[src/rtl/ecc_stat_pkg.sv]
package ecc_stat_pkg;

    parameter int ADDR_W  = 33;
    parameter int DATA_W  = 64;
    parameter int SYN_W   = 8;
    parameter int WORD_W  = 32;
    parameter int REG_AW  = 4;
    parameter int STAT_W  = 8;
    parameter int N_CLASS = 3;

    localparam int ADDR_HI_W    = ADDR_W - WORD_W;
    localparam int DATA_HI_W    = DATA_W - WORD_W;
    localparam int SYN_CORR_LSB = 16;
    localparam int SYN_UNC_LSB  = 8;
    localparam int BIT_INIT     = 6;
    localparam int BIT_ANY_ECC  = 7;

    // class index also fixes the status bit pair: first = 2*idx, repeat = 2*idx+1
    typedef enum int {
        CLS_OOB  = 0,
        CLS_CORR = 1,
        CLS_UNC  = 2
    } err_class_e;

    typedef struct packed {
        logic [ADDR_W-1:0] addr;
        logic [DATA_W-1:0] data;
        logic [SYN_W-1:0]  syn;
    } capture_t;

    typedef enum logic [REG_AW-1:0] {
        RA_STATUS  = 4'h0,
        RA_MASK    = 4'h1,
        RA_SYN     = 4'h2,
        RA_OOB_ALO = 4'h3,
        RA_OOB_AHI = 4'h4,
        RA_COR_ALO = 4'h5,
        RA_COR_AHI = 4'h6,
        RA_COR_DLO = 4'h7,
        RA_COR_DHI = 4'h8,
        RA_UNC_ALO = 4'h9,
        RA_UNC_AHI = 4'hA,
        RA_UNC_DLO = 4'hB,
        RA_UNC_DHI = 4'hC
    } reg_addr_e;

    function automatic int first_bit(input int cls);
        return 2 * cls;
    endfunction

    function automatic logic [WORD_W-1:0] addr_hi_word(input logic [ADDR_W-1:0] a);
        return WORD_W'(a[ADDR_W-1:WORD_W]);
    endfunction

    function automatic logic [WORD_W-1:0] data_hi_word(input logic [DATA_W-1:0] d);
        return WORD_W'(d[DATA_W-1:WORD_W]);
    endfunction

endpackage

[src/rtl/ecc_class_track.sv]
module ecc_class_track
    import ecc_stat_pkg::*;
#(
    parameter bit KEEP_DATA = 1'b1
) (
    input  logic     clk,
    input  logic     rst,
    input  logic     ev,
    input  logic     clr_first,
    input  logic     clr_repeat,
    input  capture_t sample,
    output logic     first_q,
    output logic     repeat_q,
    output capture_t cap_q
);

    localparam capture_t KEEP_MASK =
        {{ADDR_W{1'b1}}, {DATA_W{KEEP_DATA}}, {SYN_W{KEEP_DATA}}};

    logic     first_base;
    logic     load;
    capture_t kept;

    // acknowledge applies first, then the event is judged against the result
    always_comb begin
        first_base = first_q & ~clr_first;
        load       = ev & ~first_base;
        kept       = sample & KEEP_MASK;
    end

    always_ff @(posedge clk) begin
        if (rst) begin
            first_q  <= 1'b0;
            repeat_q <= 1'b0;
        end else begin
            first_q  <= first_base | ev;
            repeat_q <= (repeat_q & ~clr_repeat) | (ev & first_base);
        end
    end

    always_ff @(posedge clk) begin
        if (rst) begin
            cap_q <= '0;
        end else if (load) begin
            cap_q <= kept;
        end
    end

endmodule

[src/rtl/ecc_reg_read.sv]
module ecc_reg_read
    import ecc_stat_pkg::*;
(
    input  logic [REG_AW-1:0] rd_addr,
    input  logic [STAT_W-1:0] stat,
    input  logic [STAT_W-1:0] mask,
    input  capture_t          caps [N_CLASS],
    output logic [WORD_W-1:0] rd_data
);

    logic [WORD_W-1:0] syn_word;

    always_comb begin
        syn_word = '0;
        syn_word[SYN_CORR_LSB +: SYN_W] = caps[CLS_CORR].syn;
        syn_word[SYN_UNC_LSB  +: SYN_W] = caps[CLS_UNC].syn;
    end

    always_comb begin
        case (rd_addr)
            RA_STATUS:  rd_data = WORD_W'(stat);
            RA_MASK:    rd_data = WORD_W'(mask);
            RA_SYN:     rd_data = syn_word;
            RA_OOB_ALO: rd_data = caps[CLS_OOB].addr[WORD_W-1:0];
            RA_OOB_AHI: rd_data = addr_hi_word(caps[CLS_OOB].addr);
            RA_COR_ALO: rd_data = caps[CLS_CORR].addr[WORD_W-1:0];
            RA_COR_AHI: rd_data = addr_hi_word(caps[CLS_CORR].addr);
            RA_COR_DLO: rd_data = caps[CLS_CORR].data[WORD_W-1:0];
            RA_COR_DHI: rd_data = data_hi_word(caps[CLS_CORR].data);
            RA_UNC_ALO: rd_data = caps[CLS_UNC].addr[WORD_W-1:0];
            RA_UNC_AHI: rd_data = addr_hi_word(caps[CLS_UNC].addr);
            RA_UNC_DLO: rd_data = caps[CLS_UNC].data[WORD_W-1:0];
            RA_UNC_DHI: rd_data = data_hi_word(caps[CLS_UNC].data);
            default:    rd_data = '0;
        endcase
    end

endmodule

[src/rtl/ecc_err_status.sv]
module ecc_err_status
    import ecc_stat_pkg::*;
(
    input  logic              clk,
    input  logic              rst,
    input  logic              ev_oob,
    input  logic              ev_corr,
    input  logic              ev_uncorr,
    input  logic              ev_init,
    input  logic [ADDR_W-1:0] ev_addr,
    input  logic [DATA_W-1:0] ev_data,
    input  logic [SYN_W-1:0]  ev_syn,
    input  logic              reg_wr_en,
    input  logic [REG_AW-1:0] reg_addr,
    input  logic [STAT_W-1:0] reg_wdata,
    output logic [WORD_W-1:0] reg_rdata,
    output logic              irq
);

    logic [STAT_W-1:0]  stat_q;
    logic [STAT_W-1:0]  mask_q;
    logic [STAT_W-1:0]  clr;
    logic [N_CLASS-1:0] ev_vec;
    logic [N_CLASS-1:0] first_v;
    logic [N_CLASS-1:0] repeat_v;
    capture_t           cap_v [N_CLASS];
    capture_t           sample;
    logic               init_q;
    logic               any_ecc_q;

    always_comb begin
        clr    = (reg_wr_en && reg_addr == RA_STATUS) ? reg_wdata : '0;
        sample = '{addr: ev_addr, data: ev_data, syn: ev_syn};
        ev_vec = '0;
        ev_vec[CLS_OOB]  = ev_oob;
        ev_vec[CLS_CORR] = ev_corr;
        ev_vec[CLS_UNC]  = ev_uncorr;
    end

    for (genvar g = 0; g < N_CLASS; g++) begin : g_cls
        ecc_class_track #(
            .KEEP_DATA (g != CLS_OOB)
        ) u_trk (
            .clk        (clk),
            .rst        (rst),
            .ev         (ev_vec[g]),
            .clr_first  (clr[2*g]),
            .clr_repeat (clr[2*g+1]),
            .sample     (sample),
            .first_q    (first_v[g]),
            .repeat_q   (repeat_v[g]),
            .cap_q      (cap_v[g])
        );
    end

    always_ff @(posedge clk) begin
        if (rst) begin
            init_q    <= 1'b0;
            any_ecc_q <= 1'b0;
            mask_q    <= '1;
        end else begin
            init_q    <= (init_q & ~clr[BIT_INIT]) | ev_init;
            any_ecc_q <= (any_ecc_q & ~clr[BIT_ANY_ECC]) | ev_corr | ev_uncorr;
            if (reg_wr_en && reg_addr == RA_MASK) begin
                mask_q <= reg_wdata;
            end
        end
    end

    always_comb begin
        stat_q = '0;
        for (int c = 0; c < N_CLASS; c++) begin
            stat_q[first_bit(c)]     = first_v[c];
            stat_q[first_bit(c) + 1] = repeat_v[c];
        end
        stat_q[BIT_INIT]    = init_q;
        stat_q[BIT_ANY_ECC] = any_ecc_q;
    end

    assign irq = |(stat_q & ~mask_q);

    ecc_reg_read u_rd (
        .rd_addr (reg_addr),
        .stat    (stat_q),
        .mask    (mask_q),
        .caps    (cap_v),
        .rd_data (reg_rdata)
    );

endmodule

[config.mk]
export PLATFORM = sky130hd
export DESIGN_NAME = ecc_err_status
export DESIGN_NICKNAME = d
export VERILOG_FILES = /design/src/rtl/ecc_stat_pkg.sv /design/src/rtl/ecc_class_track.sv /design/src/rtl/ecc_reg_read.sv /design/src/rtl/ecc_err_status.sv
export SDC_FILE = /design/constraint.sdc
export NUM_CORES = 1
export LEC_CHECK = 0
export ABC_CLOCK_PERIOD_IN_PS = 2900
export BUFFER_PORTS_ARGS = -buffer_cell sky130_fd_sc_hd__buf_2
export CAP_MARGIN = 20
export CORE_UTILIZATION = 45
export CTS_BUF_LIST = sky130_fd_sc_hd__clkbuf_2
export CTS_CLUSTER_DIAMETER = 100
export DETAILED_ROUTE_END_ITERATION = 16
export HOLD_SLACK_MARGIN = 0.05
export PLACE_DENSITY = 0.65
export SYNTH_ARGS = -nofsm -noshare
export SYNTH_HDL_FRONTEND = slang
export SYNTH_SLANG_ARGS = --single-unit
[constraint.sdc]
create_clock -name clk -period 2.9 [get_ports clk]
set_input_delay 0 -clock clk [delete_from_list [all_inputs] [get_ports clk]]
set_output_delay 0 -clock clk [all_outputs]
set_load 0.02 [all_outputs]
# Word level (Yosys, flattened, before mapping)
# Index checks and enable logic that the tools add are counted.
# Widths: inputs -> output; s select.
# word_totals
reg_bits	259
input_bits	124
output_inout_bits	33
# classes
n_eq_ne	12
n_mux	2
n_bitwise	36
n_reduce_logical	4
# ops
cell	count
$pmux 32 s13	1
$eq 4x4->1 const B	5
$eq 4x3->1 const B	4
$and 1x1->1	14
$not 1->1	11
$or 1x1->1	9
$and 8x8->8	1
$eq 4x2->1 const B	2
$mux 8	1
$not 8->8	1
$reduce_or 8->1	1
$eq 4x1->1 const B	1
$logic_not 4->1	1
$logic_and 1x1->1	2

# Logic depth before layout (Yosys ltp)
# Gate-level depths: netlist of the first run.
# depth
depth_word	7
ltp_mapped	7

# Hierarchy
# A second synthesis of the first run with hierarchy kept.
# hier_totals
cells_unflattened	1498
area_unflattened_um2	14381.3
# modules_own_cells
module	n_inst	cells_per_inst	area_per_inst_um2
ecc_class_track at g_cls[1].u_trk ...	2	464	4748.3
ecc_reg_read	1	288	2230.9
ecc_class_track at g_cls[0].u_trk	1	225	2132.0
ecc_err_status	1	57	521.8

# Worst setup path before layout of the first run
# Ideal clock, no wire load.
# synth_path
path_type	flip-flop to output port
start	register g_cls[2].u_trk.cap_q[40] (netlist bit)
end	output port reg_rdata[0]
arrival_ns	1.333
setup_slack_ns	1.567
stages_incl_launch_ff	5
cell_sequence	dfxtp_1 mux2_2 a221oi_2 a211oi_1 or3_1
# synth_between
elab_chain_cells	1
# synth_rtl
element	line_no	text
start, declared	ecc_class_track.sv:14	output capture_t cap_q
start signal, assigned	ecc_class_track.sv:45	cap_q <= kept;
$pmux 32 s13	ecc_reg_read.sv:20	case (rd_addr)
end, declared	ecc_err_status.sv:16	output logic [WORD_W-1:0] reg_rdata,
# No other way between the ends.

# Worst setup path in the final report of the first run
# layout_path
start	input port ev_corr
end	register g_cls[1].u_trk.cap_q[21] (netlist bit)
# layout_between
elab_chain_cells	1
# layout_rtl
element	line_no	text
start, declared	ecc_err_status.sv:7	input logic ev_corr,
$and 1x1->1	ecc_class_track.sv:27	load = ev & ~first_base;
end signal, assigned	ecc_class_track.sv:45	
end, declared	ecc_class_track.sv:14	
# No other way between the ends.
# A chain may end at the register's enable or synchronous reset.

==> results of run 1 <==
-- timing repair --
item | 4_1_cts | 5_1_grt
endpoints found under the hold margin | 259 | 0
resized for setup | 0 | 0
hold buffers | 264 | 0
-- metal layers --
layer	GRT usage	vias to the layer above	share of wire
met3	0.0478	99	0.074
met1	0.409	5902	0.42
met4	0.124	0	0.031
met5	0	-	0
met2	0.529	633	0.48
li1	-	5757	-
-- cell type report --
type,instances,area [um^2],share of cell area
multi-input cells,1022,5560,0.355
flip-flops and latches,259,5180,0.331
repair buffers,462,3870,0.247
clock buffers,106,531,0.0338
well taps,324,405,0.0259
clock inverters,16,87.6,0.00559
inverters,10,37.5,0.00239
diodes,1,2.50,0.000160
-- power by group through the flow --
stage | Sequential [W] | Combinational [W] | Clock, W
4_1_cts | 0.00387 | 0.00137 | 0.00262
6_report | 0.00388 | 0.00141 | 0.00258
3_5_place_dp | 0.00395 | 0.00109 | 0
2_1_floorplan | 0.00392 | 0.000686 | 0
5_1_grt | 0.00390 | 0.00151 | 0.00279
3_3_place_gp | 0.00395 | 0.00108 | 0
-- logic make-up after synthesis --
family	count (synthesis)	share of synthesized area
AOI/OAI and AO/OA	380	0.215
buffers and inverters	129	0.0534
muxes	72	0.0656
DFF	259	0.459
and+or+nand+nor	570	0.207
-- worst reg2reg max path, stage by stage (launching register included) --
cell and delay (ns):
dfxtp_1 0.38, nor2b_1 0.12, a41oi_4 0.17, dlygate4sd3_1 0.64, buf_12 0.38, nand2_1 0.19, a21oi_1 0.18, dlygate4sd3_1 0.57
-- stage by stage --
step	hold WS (ns)	worst slack (ns)	total power (W)	util	area (um^2)
6_report	0.149	0.0772	0.00787	0.641	15700
2_1_floorplan	0.117	1.57	0.00460	-	11300
4_1_cts	0.0506	0.293	0.00786	0.641	15700
3_5_place_dp	0.236	0.794	0.00505	0.507	12400
3_3_place_gp	0.225	0.891	0.00503	0.507	12400
5_1_grt	0.161	0.0731	0.00820	0.641	15700
-- cells in the final DEF (no fill, tap or decap), drive strengths merged, types with 9 or more instances in the layout --
cell         synthesis  final
a31oi               11     11
o221ai              10     10
mux2i               56     56
nor2                58     58
a32oi               10     10
a21oi              218    218
clkbuf              50    106
inv                 10     12
clkinv               0     13
nor2b               11     11
o22ai               14     14
a221oi              12     12
dlygate4sd3          0    264
mux2                16     16
buf                 69    198
nand2              457    457
a22o                16     16
dfxtp              259    259
a32o                 9      9
a22oi               33     33
-- registers in the layout (all words and copies together) (netlist names) --
register,flops
g_cls.u_trk.first_q,3
g_cls.u_trk.repeat_q,3
g_cls.u_trk.cap_q,243
any_ecc_q,1
mask_q,8
init_q,1
-- worst paths after layout --
check / start / end / slack (ns) / depth (start not counted)
min reg2reg: g_cls[1].u_trk.cap_q[90] / g_cls[1].u_trk.cap_q[90] / 0.46 / 2
max reg2reg: g_cls[1].u_trk.first_q / g_cls[1].u_trk.cap_q[21] / 0.25 / 7
max: ev_corr / g_cls[1].u_trk.cap_q[21] / 0.08 / 10
min: reg_wdata[7] / any_ecc_q / 0.15 / 5
==> metrics.yaml, run 1 <==
critPathBufInv: 6
synth_cells: 1410
grt_pass1_wl_um: 64400
grt_max_degree: 106
clock_skew_ns: 0.0434
synth_area_leaders: "dfxtp_1 (46%), nand2_1 (15%), a21oi_1 (9.7%)"
cp_max_fo: 87
syn2layout_area_growth_pct: 38.9
detail-route-antenna-nets: 0
fin_cells: 2200
min_period_over_period: 0.973
ys_ff_latch: 259
p_sw_frac: 0.309
grt_pass1_vias: 11900
slowest_stage: "dlygate4sd3_1"
fp.dieW_um: 160
cts.path.max_buffers: 3
grt_antenna_before_repair: 1
port-buffer-count: 156
grt-ovfl-total: 0
cts_tree: "done"
worstSetupPathType: "in2reg"
ys_types: 57
p_comb_frac: 0.180
drc: 0
power.leakage_nw: 6.56
slowest_delay_ns: 0.64
synthTopCellsByCount: "nand2_1 (457), dfxtp_1 (259), a21oi_1 (218)"
synth-async-reset-ratio: 0
fp.dieH_um: 160
power_frac_seq: 0.492
powerDensity_nw_per_um2: 502
top_level_ports: 157
ys.flop_type: "dfxtp_1"
arrival_ns: 3.59
clockRootBuffer: "clkbuf_2"
vias: 12400
htree_levels: 3
layout-drive-gt1-share: 0.180
hpwl_um: 24100
rows: 57
cp_top_family: "buffers and inverters"
netlist_area_um2: 11300
cts_buffers: 71
min_period_ns: 2.82
nFillCells: 2121
synth_top_area_cell: "dfxtp_1"
cts.sinks: 259
clockPowerShare: 0.328
crit_chain: "dlygate4sd3_1, dlygate4sd3_1, buf_2, nor2b_1, a41oi_4, dlygate4sd3_1, buf_12, nand2_1, a21oi_1, dlygate4sd3_1"
final-hold-violation-count: 0
maxCapViolations: 0
synth_top_area_frac: 0.459
ys_seq_area_frac: 0.459
synth_nets: 1534
rsz0062_at_grt: "no"
power_switching_w: 0.00243
clk_pin_slew_ns: 0.09
totalWireLength_um: 41400
ir_drop_uv: 289
startpoint_type: "input port"
setup_tns_ns: 0
initial_core_util: 0.461
worstHoldPathType: "in2reg"
cpMostUsedCell: "dlygate4sd3_1"
relSlewSlack: 0.332
setup_violations: 0
endpoint_kind: "flip-flop"
via_per_inst: 5.63
worstMarginPinSlew_ns: 0.995
track_usage: 0.316
drt_iter0_drc: 1285
dp.cells: 1813
finalNetCount: 1950
cts_setup_buffers: 0
die_area_um2: 25700
clk_latency_ns: 0.83
p_int_w: 0.00544
place_congestion: 0.843
drt_pass1_iterations: 5
max_freq_mhz: 354
avgRoutedWirePerCell_um: 18.8
avgSynthCellArea_um2: 8.00
outcome: "completed"
core_um2: 24500
synth_most_common_cell: "nand2_1"
synth_edf_count: 0
yosys_warnings: 0
slew_violations: 0
cp.required_ns: 3.67
No activity file was read; power rests on OpenSTA's default activity.
==> inputs of run 2 (changes only) <==
Settings changed: ABC_AREA set to 1, ABC_CLOCK_PERIOD_IN_PS 2900 to not set, PLACE_DENSITY 0.65 to 0.66.
==> run 2 against run 1 <==
Sequential share of layout area is 1.8 points lower. Die area is 14% higher. Via count is 19% higher. Critical path type is now in2out. Clock skew is 0.024 ns higher.
==> metrics.yaml, run 2 <==
synth_nets: 2117  # +38%
slowest_stage: "nor2_2"
netlist_area_um2: 12800  # +14%
synth-async-reset-ratio: 0  # unchanged
rows: 61  # +7.0%
cts.repair.resized: 0  # unchanged
avgSynthCellArea_um2: 6.44  # -20%
synth_edf_count: 0  # unchanged
grt_pass1_wl_um: 74600  # +16%
dpl_cell_area_um2: 13600  # +9.6%
cts.path.max_buffers: 3  # unchanged
p_sw_frac: 0.330  # +0.0218
layout-drive-gt1-share: 0.133  # -0.0468
ys.flop_type: "dfxtp_1"
avgRoutedWirePerCell_um: 18.1  # -3.7%
power_frac_seq: 0.488  # -0.004
grt-ovfl-total: 0  # unchanged
min_period_over_period: 0.923  # -0.0505
critPathBufInv: 5  # -1
track_usage: 0.338  # +0.0217
cpMostUsedCell: "nand2_1"
power.leakage_nw: 8.07  # +23%
reg_top3: "g_cls.u_trk.cap_q (243), mask_q (8)"
cts_buffers: 72  # +1.4%
ys_types: 23  # -60%
top_level_ports: 157  # unchanged
p_comb_frac: 0.196  # +0.016
ys_seq_area_frac: 0.404  # -0.0556
power_switching_w: 0.00270  # +11%
hpwl_um: 31400  # +30%
synthTopCellsByCount: "nand2_1 (486), nand3_1 (364), nor2_1 (283)"
final_cell_mix: "nand2_1 (484), nand3_1 (364), nor2_1 (278)"
ys_ff_latch: 259  # unchanged
drt_pass1_iterations: 7  # +2
port-buffer-count: 156  # unchanged
die_area_um2: 29200  # +14%
clockRootBuffer: "clkbuf_2"
clk_latency_ns: 0.88  # +0.05 ns
crit_chain: "dlygate4sd3_1, buf_2, inv_1, nand2_1, nor2_2, buf_4, nand2_1, nand2_1, a21oi_1, nand3_1, buf_2"
core_um2: 27900  # +14%
maxCapViolations: 0  # unchanged
grt_antenna_before_repair: 3  # +2
utilization: 0.593  # -0.0481
cts_tree: "done"
worstMarginPinSlew_ns: 0.902  # -0.0929 ns
startpoint_type: "input port"
synth_top_area_cell: "dfxtp_1"
synth_most_common_cell: "nand2_1"
synth_cells: 1993  # +41%
worstHoldPathType: "in2reg"
clock_skew_ns: 0.0674  # +0.0241 ns
drc: 0  # unchanged
fin_cells: 2750  # +25%
endpoint_kind: "output port"
cts.sinks: 259  # unchanged
rsz0062_at_grt: "no"
slew_violations: 0  # unchanged
largest_register_ff_count: 243  # unchanged
arrival_ns: 2.68  # -0.91 ns
synth_area_leaders: "dfxtp_1 (40%), nand2_1 (14%), nand3_1 (14%)"
regMostFlops: "g_cls.u_trk.cap_q"
totalWireLength_um: 49800  # +20%
dp.cells: 2389  # +32%
final-hold-violation-count: 0  # unchanged
detail-route-antenna-nets: 0  # unchanged
yosys_warnings: 0  # unchanged
synth_top_area_frac: 0.404  # -0.0556
post-route-cell-area_um2: 16600  # +5.6%
grt_max_degree: 92  # -13%
cp_top_family: "buffers and inverters"
finalNetCount: 2443  # +25%
min_period_ns: 2.68  # -0.146 ns
initial_core_util: 0.460  # -0.00176
slowest_delay_ns: 0.69  # +0.05 ns
worstSetupPathType: "in2out"
relSlewSlack: 0.398  # +0.0664
fp.dieW_um: 171  # +6.6%
vias: 14800  # +19%
setup_violations: 0  # unchanged
outcome: "completed"
clk_pin_slew_ns: 0.09  # about the same
max_freq_mhz: 374  # +5.5%
cp.required_ns: 2.90  # -0.77 ns
syn2layout_area_growth_pct: 29.0
final_common_cell: "nand2_1"
via_per_inst: 5.37  # -4.7%
holdWs_ns: 0.0966  # -0.0527 ns
setup_tns_ns: 0  # unchanged
powerDensity_nw_per_um2: 494  # -1.5%
grt_pass1_vias: 13500  # +14%
place_congestion: 0.945  # +12%
ir_drop_uv: 286  # -0.96%
clockPowerShare: 0.316  # -0.012
cp_max_fo: 17  # -80%
fp.dieH_um: 171  # +6.6%
htree_levels: 3  # unchanged
p_int_w: 0.00548  # +0.72%
drt_iter0_drc: 1688  # +31%
## run 2: cell count changes after synthesis, moves of 11 or more
cell / before / now
nand3_1: 4 / 364
nor2_1: 56 / 283
inv_1: 10 / 128
mux2i_1: 56 / 0
a21oi_1: 218 / 271
a22oi_1: 33 / 0
buf_4: 8 / 37
nand2_1: 457 / 486
a22o_1: 16 / 0
mux2_2: 16 / 0
clkbuf_1: 50 / 63
a221oi_1: 11 / 0
a31oi_1: 11 / 0
nor2b_1: 11 / 0
## run 2: tightest hold or removal path, cell delays in order
cell and delay, ns:
dlygate4sd3_1 0.53, buf_2 0.11, inv_1 0.08, nand3_1 0.09
nand2_1 0.05, nor2_1 0.07
## run 2: cell type report
type	count	area (um^2)
fillers	2675	11400
clock buffers	111	556
inverters	131	497
flip-flops and latches	259	5180
repair buffers	417	3480
well taps	378	473
diodes	3	7.51
clock inverters	13	48.8
multi-input cells	1438	6320
## run 2: power groups by stage
stage | Sequential [W] | Combinational [W] | Clock (W)
after global routing | 0.00402 | 0.00176 | 0.00278
final | 0.00400 | 0.00161 | 0.00258
after detailed placement | 0.00407 | 0.00133 | 0
after CTS | 0.00399 | 0.00156 | 0.00260
after global placement | 0.00406 | 0.00131 | 0
after floorplan | 0.00402 | 0.000965 | 0
## run 2: path summary, 6_finish.rpt
check                      startpoint                       end  slack [ns]  cells after the start
min                        ev_addr[3]  g_cls[2].u_trk.cap_q[75]         0.1                      6
max                       reg_addr[3]             reg_rdata[28]        0.22                     11
max reg2reg    g_cls[1].u_trk.first_q  g_cls[1].u_trk.cap_q[26]        0.24                      7
min reg2reg  g_cls[2].u_trk.cap_q[54]  g_cls[2].u_trk.cap_q[54]        0.49                      2
## run 2: through the flow
stage          setup slack, ns  total power (W)
6_report                 0.224          0.00818
4_1_cts                  0.291          0.00815
3_5_place_dp             0.887          0.00540
2_1_floorplan             1.88          0.00498
5_1_grt                  0.101          0.00855
3_3_place_gp             0.854          0.00537
## run 2: cells by family after synthesis
family                 after synthesis  share of synthesized area
buffers and inverters              296                      0.106
AND/OR/NAND/NOR                   1148                      0.375
AO/OA/AOI/OAI                      290                      0.114
flip-flops                         259                      0.404
## run 2: routing by layer
metal / track usage / wire length, um / up-vias
met5: 0 / 0 / -
met4: 0.202 / 2990 / 0
met3: 0.0810 / 4380 / 145
met2: 0.536 / 22400 / 763
met1: 0.416 / 20000 / 6730
li1: - / - / 7116
## run 2: timing repair
action / in CTS / in global routing
hold buffers: 234 / 0
buffers inserted: 0 / 0
hold endpoints to repair: 259 / 0
